File: src/rtl/rx_trig_pkg.sv
package rx_trig_pkg;
  localparam int unsigned THR_W = 5;

  function automatic logic [THR_W-1:0] thr_count(input logic [1:0] sel);
    case (sel)
      2'd0:    thr_count = 5'd1;
      2'd1:    thr_count = 5'd4;
      2'd2:    thr_count = 5'd8;
      default: thr_count = 5'd14;
    endcase
  endfunction
endpackage

File: src/rtl/rx_trig_mem.sv
module rx_trig_mem #(
  parameter int unsigned DW    = 8,
  parameter int unsigned DEPTH = 16,
  localparam int unsigned AW   = $clog2(DEPTH)
) (
  input  logic          clk,
  input  logic          wr_en,
  input  logic [AW-1:0] wr_addr,
  input  logic [DW-1:0] wr_data,
  input  logic          rd_en,
  input  logic [AW-1:0] rd_addr,
  output logic [DW-1:0] rd_data
);
  logic [DW-1:0] store [DEPTH];

  always_ff @(posedge clk) begin
    if (wr_en) store[wr_addr] <= wr_data;
  end

  always_ff @(posedge clk) begin
    if (rd_en) rd_data <= store[rd_addr];
  end
endmodule

File: src/rtl/rx_trig_ctrl.sv
module rx_trig_ctrl #(
  parameter int unsigned DEPTH  = 16,
  localparam int unsigned AW    = $clog2(DEPTH),
  localparam int unsigned CNT_W = $clog2(DEPTH + 1)
) (
  input  logic             clk,
  input  logic             rst,
  input  logic             push_vld,
  input  logic             pop_req,
  output logic             push_ok,
  output logic             pop_ok,
  output logic [AW-1:0]    wptr,
  output logic [AW-1:0]    rptr,
  output logic [CNT_W-1:0] cnt,
  output logic [CNT_W-1:0] cnt_nxt,
  output logic             ovf
);
  localparam logic [CNT_W-1:0] FULL_CNT = CNT_W'(DEPTH);
  localparam logic [AW-1:0]    LAST_IDX = AW'(DEPTH - 1);

  always_comb begin
    pop_ok  = pop_req && (cnt != '0);
    push_ok = push_vld && ((cnt != FULL_CNT) || pop_ok);
    cnt_nxt = cnt;
    if (push_ok && !pop_ok) cnt_nxt = cnt + 1'b1;
    if (pop_ok && !push_ok) cnt_nxt = cnt - 1'b1;
  end

  always_ff @(posedge clk) begin
    if (rst) begin
      cnt  <= '0;
      wptr <= '0;
      rptr <= '0;
      ovf  <= 1'b0;
    end else begin
      cnt <= cnt_nxt;
      if (push_ok) wptr <= (wptr == LAST_IDX) ? '0 : wptr + 1'b1;
      if (pop_ok)  rptr <= (rptr == LAST_IDX) ? '0 : rptr + 1'b1;
      if (push_vld && !push_ok) ovf <= 1'b1;
    end
  end
endmodule

File: src/rtl/rx_trig_flag.sv
module rx_trig_flag #(
  parameter int unsigned CNT_W = 5
) (
  input  logic             clk,
  input  logic             rst,
  input  logic [CNT_W-1:0] cnt_nxt,
  input  logic [1:0]       thr_sel,
  input  logic             dma_pop,
  input  logic             flg_rd,
  input  logic             flg_wr,
  input  logic             flg_wdata,
  output logic             flag
);
  logic             armed;
  logic [CNT_W-1:0] thr;
  logic             below;
  logic             sw_clr;
  logic             flag_nxt;

  always_comb begin
    thr    = CNT_W'(rx_trig_pkg::thr_count(thr_sel));
    below  = cnt_nxt < thr;
    sw_clr = flg_wr && !flg_wdata && armed;
    if (!below)                            flag_nxt = 1'b1;
    else if (sw_clr || dma_pop)            flag_nxt = 1'b0;
    else                                   flag_nxt = flag;
  end

  always_ff @(posedge clk) begin
    if (rst) begin
      flag  <= 1'b0;
      armed <= 1'b0;
    end else begin
      flag <= flag_nxt;
      if (flg_wr)              armed <= 1'b0;
      else if (flg_rd && flag) armed <= 1'b1;
    end
  end
endmodule

File: src/rtl/rx_trig_fifo.sv
module rx_trig_fifo #(
  parameter int unsigned DW    = 8,
  parameter int unsigned DEPTH = 16,
  parameter int unsigned CW    = 8
) (
  input  logic          clk,
  input  logic          rst,
  input  logic          push_vld,
  input  logic [DW-1:0] push_data,
  input  logic          cpu_rd,
  input  logic          dma_rd,
  output logic [DW-1:0] rd_data,
  input  logic [1:0]    thr_sel,
  input  logic          flg_rd,
  input  logic          flg_wr,
  input  logic          flg_wdata,
  output logic          rdy_flag,
  output logic [CW-1:0] fill_cnt,
  output logic          ovf_sticky
);
  localparam int unsigned AW    = $clog2(DEPTH);
  localparam int unsigned CNT_W = $clog2(DEPTH + 1);

  logic             push_ok, pop_ok;
  logic [AW-1:0]    wptr, rptr;
  logic [CNT_W-1:0] cnt, cnt_nxt;

  rx_trig_ctrl #(.DEPTH(DEPTH)) u_ctrl (
    .clk(clk), .rst(rst), .push_vld(push_vld), .pop_req(cpu_rd | dma_rd),
    .push_ok(push_ok), .pop_ok(pop_ok), .wptr(wptr), .rptr(rptr),
    .cnt(cnt), .cnt_nxt(cnt_nxt), .ovf(ovf_sticky)
  );

  rx_trig_mem #(.DW(DW), .DEPTH(DEPTH)) u_mem (
    .clk(clk), .wr_en(push_ok), .wr_addr(wptr), .wr_data(push_data),
    .rd_en(pop_ok), .rd_addr(rptr), .rd_data(rd_data)
  );

  rx_trig_flag #(.CNT_W(CNT_W)) u_flag (
    .clk(clk), .rst(rst), .cnt_nxt(cnt_nxt), .thr_sel(thr_sel),
    .dma_pop(dma_rd && pop_ok), .flg_rd(flg_rd), .flg_wr(flg_wr),
    .flg_wdata(flg_wdata), .flag(rdy_flag)
  );

  assign fill_cnt = CW'(cnt);
endmodule

File: config.mk
export PLATFORM = sky130hd
export DESIGN_NAME = rx_trig_fifo
export DESIGN_NICKNAME = d
export VERILOG_FILES = /design/src/rtl/rx_trig_pkg.sv /design/src/rtl/rx_trig_mem.sv /design/src/rtl/rx_trig_ctrl.sv /design/src/rtl/rx_trig_flag.sv /design/src/rtl/rx_trig_fifo.sv
export SDC_FILE = /design/constraint.sdc
export NUM_CORES = 1
export LEC_CHECK = 0
export ABC_AREA = 1
export BUFFER_PORTS_ARGS = -buffer_cell sky130_fd_sc_hd__buf_2
export CORE_MARGIN = 4
export CORE_UTILIZATION = 47
export CTS_BUF_LIST = sky130_fd_sc_hd__clkbuf_4 sky130_fd_sc_hd__clkbuf_8 sky130_fd_sc_hd__clkbuf_16
export DETAILED_ROUTE_END_ITERATION = 7
export GPL_TIMING_DRIVEN = 0
export SYNTH_ARGS = -nofsm -noshare
export SYNTH_HDL_FRONTEND = slang
export SYNTH_SLANG_ARGS = --single-unit
File: constraint.sdc
create_clock -name clk -period 5.1 [get_ports clk]
set_clock_uncertainty 0.05 [all_clocks]
set_input_delay 0.765 -clock clk [delete_from_list [all_inputs] [get_ports clk]]
set_output_delay 0.765 -clock clk [all_outputs]
set_load 0.02 [all_outputs]
After elaboration in Yosys (flattened, before gate mapping) --
Memory sizes are Yosys's and may differ from the RTL's. A register that Yosys moved wholly into a read port is not among the register bits. Cells that the tools add are included.
Word-level totals: memories kept 1, input bits 18, output and inout bits 18, logic and storage cells 45, register bits after elaboration 16, RAM bits 128
Memory list:
- u_mem.store | words 16, bits a word 8, read ports 1, clocked after Yosys merged registers in 1, wr ports 1, line rx_trig_mem.sv:14 | logic [DW-1:0] store [DEPTH];
Cells by class: magnitude comparators 1, equal/unequal tests 6, multiplexer cells 9, add/sub/neg operators 4, reductions and logical operators 17, bitwise gates (word level) 1
Operators with widths (count):
- 4-bit case mux with 3 select lines | 1
- 5-bit 2-to-1 mux | 2
- 1-bit logical AND | 9
- 4-bit by 1-bit adder with 4-bit output (second input constant) | 2
- 4-bit equality test (second input constant) | 2
- 4-bit 2-to-1 mux | 2
- 5-bit by 1-bit adder with 5-bit output (second input constant) | 1
- 5-bit by 4-bit less-than comparator with 1-bit output | 1
- 5-bit inequality test (second input constant) | 1
- 5-bit nonzero test | 1
- 5-bit by 1-bit subtractor with 5-bit output (second input constant) | 1
- 1-bit 2-to-1 mux | 4
- 1-bit logical NOT | 3
- 2-bit by 1-bit equality test with 1-bit output (second input constant) | 1
- 2-bit equality test (second input constant) | 1
- 2-bit logical NOT | 1
- 1-bit logical OR | 2
- 2-bit inequality test (second input constant) | 1
- 2-bit OR reduction | 1
- 1-bit OR | 1

Depth between registers and ports, before layout --
Gate-level depths: netlist of run 1.
word-level depth 9, depth in mapped cells 17, mapped depth without buffers 17

Modules after synthesis --
From an unflattened synthesis of run 1, not the netlist that was laid out.
Second synthesis, totals: cell total of the unflattened synthesis 715, area, all modules 6911.6 µm²
Modules (own cells, without submodules):
- rx_trig_mem | cells an instance 551, instances 1, area an instance 5846.9 µm², seq. area each 4083.9 µm²
- rx_trig_ctrl | cells an instance 120, instances 1, area an instance 822.0 µm², seq. area each 280.3 µm²
- rx_trig_flag | cells an instance 35, instances 1, area an instance 197.7 µm², seq. area each 40.0 µm²
- rx_trig_fifo | cells an instance 9, instances 1, area an instance 45.0 µm², seq. area each 0.0 µm²

Worst setup path after synthesis of run 1 --
OpenSTA, ideal clock, no wires.
path type register to register, start point register u_ctrl.cnt[0], end point register u_flag.flag, library setup time 0.130 ns, clock period less this slack 2.375 ns, required time 4.920 ns, setup slack 2.725 ns, arrival time 2.195 ns, cell stages (with the launch flop) 14, path buffers 0, cell sequence dfxtp_1 > inv_1 > ha_1 > nand3_4 > nand2_4 > inv_1 > nand3_1 > nand3_1 > nand2_1 > ha_1 > a21oi_1 > nand2_1 > nand2_1 > a21oi_1
On the way: longest elaborated chain between the ends 9, elaborated cells between the ends (all ways) 18, classes of those cells 2 x add/sub; 1 x order compare; 2 x eq/ne; 3 x mux; 10 x reduce/logical
Ends and longest elaborated chain:
- start, declared | line rx_trig_ctrl.sv:14 | output logic [CNT_W-1:0] cnt,
- start signal, assigned | line rx_trig_ctrl.sv:36 | cnt <= cnt_nxt;
- branches (longest 6 deep; another with 5-bit by 1-bit adder with 5-bit output)
- 5-bit 2-to-1 mux (*) | line rx_trig_ctrl.sv:26 | if (pop_ok && !push_ok) cnt_nxt = cnt - 1'b1;
- named net cnt_nxt[2] | line rx_trig_fifo.sv:26 | logic [CNT_W-1:0] cnt, cnt_nxt;
- 5-bit by 4-bit less-than comparator with 1-bit output (*) | line rx_trig_flag.sv:22 | below = cnt_nxt < thr;
- 2-bit inequality test (no source line) or 1-bit 2-to-1 mux (tied branches)
- end signal, assigned | line rx_trig_flag.sv:34 | flag <= flag_nxt;
- end, declared | line rx_trig_flag.sv:12 | output logic flag
Mark *: on every way through the listed nets, which the timed path passes. A chain may end at the register's enable or synchronous reset.

Final worst setup path of run 1 --
start point register u_ctrl.cnt[0], end point memory u_mem.store[7][2] (enable)
On the way: longest elaborated chain between the ends 6, elaborated cells between the ends (all ways) 7, classes of those cells 1 x eq/ne; 2 x mux; 4 x reduce/logical
Ends and longest elaborated chain:
- 5-bit nonzero test | line rx_trig_ctrl.sv:22 | pop_ok = pop_req && (cnt != '0);
- 1-bit logical AND | line rx_trig_ctrl.sv:22
- 1-bit logical OR (*) | line rx_trig_ctrl.sv:23 | push_ok = push_vld && ((cnt != FULL_CNT) || pop_ok);
- 1-bit logical AND (*) | line rx_trig_ctrl.sv:23
- 1-bit 2-to-1 mux (*) | line rx_trig_mem.sv:17 | if (wr_en) store[wr_addr] <= wr_data;
- 1-bit 2-to-1 mux (implied by the code) (*) | line rx_trig_mem.sv:17
- end, declared | line rx_trig_mem.sv:14
Every way passes the cells marked *; elsewhere a longest branch is shown, timed or not.

==> results of run 1 <==
==> critical path, stage by stage, from the launching register on <==
cell and delay, ps:
dfxtp_1 390, inv_1 120, ha_1 280, nand4_1 150
nand2_2 130, inv_2 130, nand2_2 90, nor3_1 1060
==> synthesized netlist by cell type (2+ instances only) <==
| cell type | number | area, um2 |
|---|---|---|
| ha_1 | 11 | 138 |
| buf_4 | 5 | 37.5 |
| o211ai_1 | 6 | 45.0 |
| o32ai_1 | 22 | 193 |
| buf_1 | 6 | 22.5 |
| o221ai_1 | 10 | 87.6 |
| a21oi_1 | 12 | 60.1 |
| inv_2 | 3 | 11.3 |
| mux2i_1 | 10 | 100 |
| nand2_1 | 50 | 188 |
| o21ai_0 | 38 | 190 |
| nand3_4 | 2 | 35.0 |
| nor2_1 | 106 | 398 |
| xor2_1 | 3 | 26.3 |
| nand3_1 | 19 | 95.1 |
| dfxtp_1 | 16 | 320 |
| buf_2 | 7 | 35.0 |
| nand2_2 | 5 | 31.3 |
| inv_1 | 25 | 93.8 |
| clkbuf_1 | 8 | 30.0 |
| o21ai_2 | 2 | 17.5 |
| nand4_1 | 4 | 25.0 |
| edfxtp_1 | 136 | 4080 |
==> per-layer routing <==
metal  wire length, um  GRT usage (%)  vias up
li1                  -              -     1969
met3              1020           5.54       14
met2              6990           30.7      165
met1              6410           28.2     2048
met5                 0              0        -
met4               244           7.67        0
==> final timing paths <==
check	start	end	cells past startpoint
setup / recovery	u_ctrl.cnt[0]	u_mem.store[7][2]	7
hold reg to reg	u_ctrl.ovf	u_ctrl.ovf	2
hold / removal	u_ctrl.ovf	u_ctrl.ovf	2
setup reg to reg	u_ctrl.cnt[0]	u_mem.store[7][2]	7
==> layout make-up <==
type / instances / area, um2
clock buffers: 23 / 495
plain buffers: 26 / 125
well taps: 176 / 220
flip-flops and latches: 152 / 4400
repair buffers: 31 / 155
fillers: 1108 / 5880
inverters: 28 / 105
clock inverters: 9 / 144
multi-input cells: 312 / 1720
==> flip-flops by register name (all words and copies together) (netlist names) <==
register / count
u_ctrl.rptr: 4
u_mem.store: 128
u_ctrl.ovf: 1
u_ctrl.cnt: 5
u_flag.flag: 1
u_ctrl.wptr: 4
u_flag.armed: 1
u_mem.rd_data: 8
==> cell families after synthesis <==
| logic type | count (synthesis) | synth area share, % |
|---|---|---|
| XOR/XNOR | 3 | 0.414 |
| flip-flops | 152 | 69.4 |
| adder cells (fa/ha/maj) | 11 | 2.17 |
| AND/OR/NAND/NOR | 191 | 12.9 |
| multiplexers | 10 | 1.58 |
| other | 1 | 0.0591 |
| AO/OA/AOI/OAI | 94 | 9.80 |
| buffers and inverters | 54 | 3.63 |
==> power by group <==
part / switching, mW / total, mW / internal, mW
Sequential: 0.0496 / 1.51 / 1.46
Clock: 0.462 / 1.34 / 0.877
Combinational: 0.690 / 1.00 / 0.310
Total: 1.20 / 3.85 / 2.65
==> stage by stage <==
step           cell area (um2)  power, mW  hold slack (ps)  util [%]
2_1_floorplan             6350       2.20              437         -
3_3_place_gp              6730       2.50              402      50.8
3_5_place_dp              6730       2.53              410      50.8
4_1_cts                   7370       3.86              426      55.6
5_1_grt                   7370       4.04              472      55.6
6_report                  7370       3.85              416      55.6
==> impl_metrics.env, run 1 <==
export IMPL_drc_errors=0
export IMPL_layout_cells_non_filler=757
export IMPL_final_cell_mix="edfxtp_1, nor2_1, nand2_1"
export IMPL_maxCapViolations=0
export IMPL_routed_via_count=4196
export IMPL_initial_core_util_pct=47.9
export IMPL_firstDrtPassIters=5
export IMPL_insertion_delay_ps=420
export IMPL_core_area_um2=13200
export IMPL_synth_cell_area_um2=6340
export IMPL_clock_tree_from_tritoncts="built"
export IMPL_global_route_overflow_total=0
export IMPL_floorplan_io_pins=36
export IMPL_setup_tns_final_ps=0
export IMPL_cts_post_setup_buffers_inserted=0
export IMPL_ys_flop_type="edfxtp_1"
export IMPL_die_x_um=124
export IMPL_crit_required_ps=5070
export IMPL_global_route_usage_total_pct=20.3
export IMPL_final_critical_path_setup_slack_ps=2300
export IMPL_drt_vias_per_instance=5.54
export IMPL_critical_path_endpoint_category="register"
export IMPL_timing_final_setup_violations=0
export IMPL_wirelength_um=14700
export IMPL_overall_die_height_um=124
export IMPL_timing_worst_setup_path_type="register to register"
export IMPL_post_route_period_util_pct=54.9
export IMPL_rel_slew_slack_pct=6.30
export IMPL_final_common_cell="edfxtp_1"
export IMPL_synth_yosys_warnings=0
export IMPL_asyncSetResetFlopFracSynth_pct=0
export IMPL_hold_path_class="register to register"
export IMPL_irDropWorstVdd_mv=0.293
export IMPL_data_arrival_time_of_the_critical_path_ps=2770
export IMPL_maxSlewViolCount=0
export IMPL_number_of_antenna_violations_at_the_first_check_in_global_routing=0
export IMPL_rsz_0062_raised_after_global_routing="no"
export IMPL_drive_above_1_share_pct=15.8
export IMPL_fin_crit_ps=2800
export IMPL_pin_count_of_the_biggest_net_entering_global_routing=17
export IMPL_gpl_final_weighted_congestion=0.807
export IMPL_cts_hold_buffers_added=0
export IMPL_worst_pin_slew_ps=1390
export IMPL_power_density_nw_per_um2=522
export IMPL_drt_first_iter_violations=476
export IMPL_ant_nets=0
export IMPL_synthesis_instances=516
export IMPL_dr_wl_cell_um=19.4
export IMPL_fmaxAchievable_mhz=357
export IMPL_crit_fanout=8
export IMPL_cts_resized_gates=0
export IMPL_worstSetupStartpointType="register"
export IMPL_synth_ff_latch_count=152
export IMPL_pre_cts_slack_ps=2210
export IMPL_area_growth_synth_to_final_pct=16.1
export IMPL_cellLeakagePower_nw=2.63
export IMPL_buffer_ports_inserted=31
export IMPL_placement_rows=42
export IMPL_root_buffer="clkbuf_16"
export IMPL_antenna_cells=0
export IMPL_grt_first_pass_wirelength_um=22400
export IMPL_final_hold_viol_count=0
export IMPL_synth_edff_count=136
export IMPL_cts_reportedPaths_clkPinSlew_ps=60
export IMPL_grt_pass1_vias=3942
export IMPL_synth_lib_cells_used_distinct=33
export IMPL_dpl_hpwl_um=9540
export IMPL_avg_inst_size_synth_um2=12.3
export IMPL_sequential_cell_area_fraction_in_the_yosys_report_pct=69.4
export IMPL_reg2reg_setup_slack_ps=2300
export IMPL_cts_htree_levels=4
export IMPL_dpl_cell_count=725
export IMPL_max_clock_path_buffers=2
export IMPL_numCtsBuffers=17
export IMPL_die_area_um2=15400
export IMPL_numClockSinks=152
export IMPL_total_nets_final=597
export IMPL_status="finished clean"
Power figures use the tool's default switching activity.
==> inputs of run 2 (changes only) <==
==> constraint.sdc (replaced) <==
create_clock -name clk -period 2.9 [get_ports clk]
set_clock_uncertainty 0.05 [all_clocks]
set_input_delay 0.435 -clock clk [delete_from_list [all_inputs] [get_ports clk]]
set_output_delay 0.435 -clock clk [all_outputs]
set_load 0.02 [all_outputs]
==> impl_metrics.env, run 2 (synthesized netlist as in run 1, its figures left out) <==
export IMPL_global_route_usage_total_pct=20.3
export IMPL_initial_core_util_pct=47.9
export IMPL_max_clock_path_buffers=2
export IMPL_hold_depth=4
export IMPL_p_comb_share_pct=26.1
export IMPL_final_hold_viol_count=0
export IMPL_fin_crit_ps=2610
export IMPL_floorplan_io_pins=36
export IMPL_antenna_cells=0
export IMPL_pin_count_of_the_biggest_net_entering_global_routing=17
export IMPL_placement_rows=42
export IMPL_reg2reg_setup_slack_ps=290
export IMPL_drc_errors=0
export IMPL_setup_tns_final_ps=0
export IMPL_fmaxAchievable_mhz=383
export IMPL_drive_above_1_share_pct=16.2
export IMPL_rr_startpoint="u_ctrl.cnt[0]"
export IMPL_largest_registers="u_mem.store (128), u_mem.rd_data (8), u_ctrl.cnt (5)"
export IMPL_grt_first_pass_wirelength_um=22400
export IMPL_multi_input_comb_area_um2=1720
export IMPL_final_cell_mix="edfxtp_1, nor2_1, nand2_1"
export IMPL_numClockSinks=152
export IMPL_worstSetupStartpointType="register"
export IMPL_timing_final_setup_violations=0
export IMPL_gpl_final_weighted_congestion=0.807
export IMPL_rel_slew_slack_pct=33.4
export IMPL_routed_via_count=4224
export IMPL_crit_required_ps=3130
export IMPL_rsz_0062_raised_after_global_routing="no"
export IMPL_final_common_cell="edfxtp_1"
export IMPL_die_area_um2=15400
export IMPL_worst_pin_slew_ps=996
export IMPL_status="finished clean"
export IMPL_worst_hold_slack_ps=226
export IMPL_cellInternalPower_mw=4.66
export IMPL_dr_wl_cell_um=19.4
export IMPL_die_x_um=124
export IMPL_worstRegToRegCells=14
export IMPL_register_containing_the_most_flip_flops_in_the_final_layout="u_mem.store"
export IMPL_cellLeakagePower_nw=2.63
export IMPL_clock_tree_from_tritoncts="built"
export IMPL_drt_first_iter_violations=488
export IMPL_cts_hold_buffers_added=0
export IMPL_irDropWorstVdd_mv=0.514
export IMPL_core_area_um2=13200
export IMPL_cts_resized_gates=0
export IMPL_maxCapViolations=0
export IMPL_power_density_nw_per_um2=919
export IMPL_maxSlewViolCount=0
export IMPL_seqCellArea_um2=4400
export IMPL_dpl_hpwl_um=9540
export IMPL_wirelength_um=14700
export IMPL_ant_nets=0
export IMPL_power_switching_fraction_pct=31.2
export IMPL_total_nets_final=597
export IMPL_drt_vias_per_instance=5.58
export IMPL_largest_reg_flops=128
export IMPL_p_switching_mw=2.12
export IMPL_hold_path_class="input pin to register"
export IMPL_area_growth_synth_to_final_pct=16.2
export IMPL_clockPowerShare_pct=34.8
export IMPL_post_route_period_util_pct=90.0
export IMPL_critical_path_endpoint_category="register"
export IMPL_grt_pass1_vias=3942
export IMPL_number_of_antenna_violations_at_the_first_check_in_global_routing=0
export IMPL_cts_reportedPaths_clkPinSlew_ps=50
export IMPL_numCtsBuffers=17
export IMPL_timing_worst_setup_path_type="register to register"
export IMPL_p_seq_share_pct=39.2
export IMPL_buffer_ports_inserted=31
export IMPL_global_route_overflow_total=0
export IMPL_destination_of_the_worst_hold_path="u_flag.armed"
export IMPL_cts_post_setup_buffers_inserted=0
export IMPL_firstDrtPassIters=5
export IMPL_cts_htree_levels=4
export IMPL_overall_die_height_um=124
export IMPL_data_arrival_time_of_the_critical_path_ps=2840
export IMPL_insertion_delay_ps=410
export IMPL_crit_reg2reg_capture="u_flag.flag"
export IMPL_root_buffer="clkbuf_16"
export IMPL_layout_filler_cells=1107
export IMPL_min_from="flg_wr"
export IMPL_crit_fanout=13
## run 2: power by group through the flow
| stage | Sequential, mW | Combinational [mW] | Clock (mW) |
|---|---|---|---|
| floorplan | 2.81 | 1.06 | 0 |
| global placement | 2.69 | 1.71 | 0 |
| detailed placement | 2.70 | 1.75 | 0 |
| CTS | 2.66 | 1.76 | 2.38 |
| global route | 2.67 | 1.96 | 2.48 |
| finish | 2.66 | 1.77 | 2.35 |
## run 2: metrics by stage
step	cell area, um2	worst slack (ps)	util (%)	std cells	power [mW]
floorplan	6350	525	-	518	3.87
global placement	6730	159	50.8	725	4.40
detailed placement	6730	130	50.8	725	4.45
CTS	7370	117	55.6	757	6.80
global route	7380	28.7	55.7	757	7.11
finish	7380	289	55.7	757	6.78
## run 2: final cells by class
cell class	instances	area share, %
multi-input combinational	312	23.4
inverter	28	1.48
clock buffer	23	6.72
sequential	152	59.7
buffer	26	1.70
tap	176	2.99
clock inverter	9	1.95
timing repair buffer	31	2.10
## run 2: worst max-delay path by stage
stage	start	to	slack, ps	depth (start not counted)
after floorplan	u_ctrl.cnt[0]	u_flag.flag	530	13
after global placement	u_ctrl.cnt[0]	u_mem.store[7][5]	160	7
after detailed placement	u_ctrl.cnt[0]	u_mem.store[7][5]	130	7
after CTS	u_ctrl.cnt[0]	u_mem.store[7][3]	120	7
after global routing	u_ctrl.cnt[0]	u_flag.flag	30	14
final	u_ctrl.cnt[0]	u_flag.flag	290	14
## run 2: critical path, cell delays in order, from the launching register on
cell        delay, ps
dfxtp_1           340
inv_1             150
ha_1              280
nand3_4           120
nand2_4           140
clkinvlp_4        330
nand3_1           230
nand2_1            70
nand2_1            70
nand2_1            70
ha_1              310
a21oi_1           130
nand2_1            60
nand2_1            60
a21oi_1            50
## run 2: routing by layer
| metal | routed length, um | vias up | global-route usage (%) | share of wire (%) |
|---|---|---|---|---|
| li1 | - | 1970 | - | - |
| met1 | 6440 | 2080 | 28.2 | 44 |
| met2 | 6960 | 156 | 30.7 | 47 |
| met3 | 1040 | 18 | 5.54 | 7.1 |
| met4 | 266 | 0 | 7.67 | 1.8 |
| met5 | 0 | - | 0 | 0 |
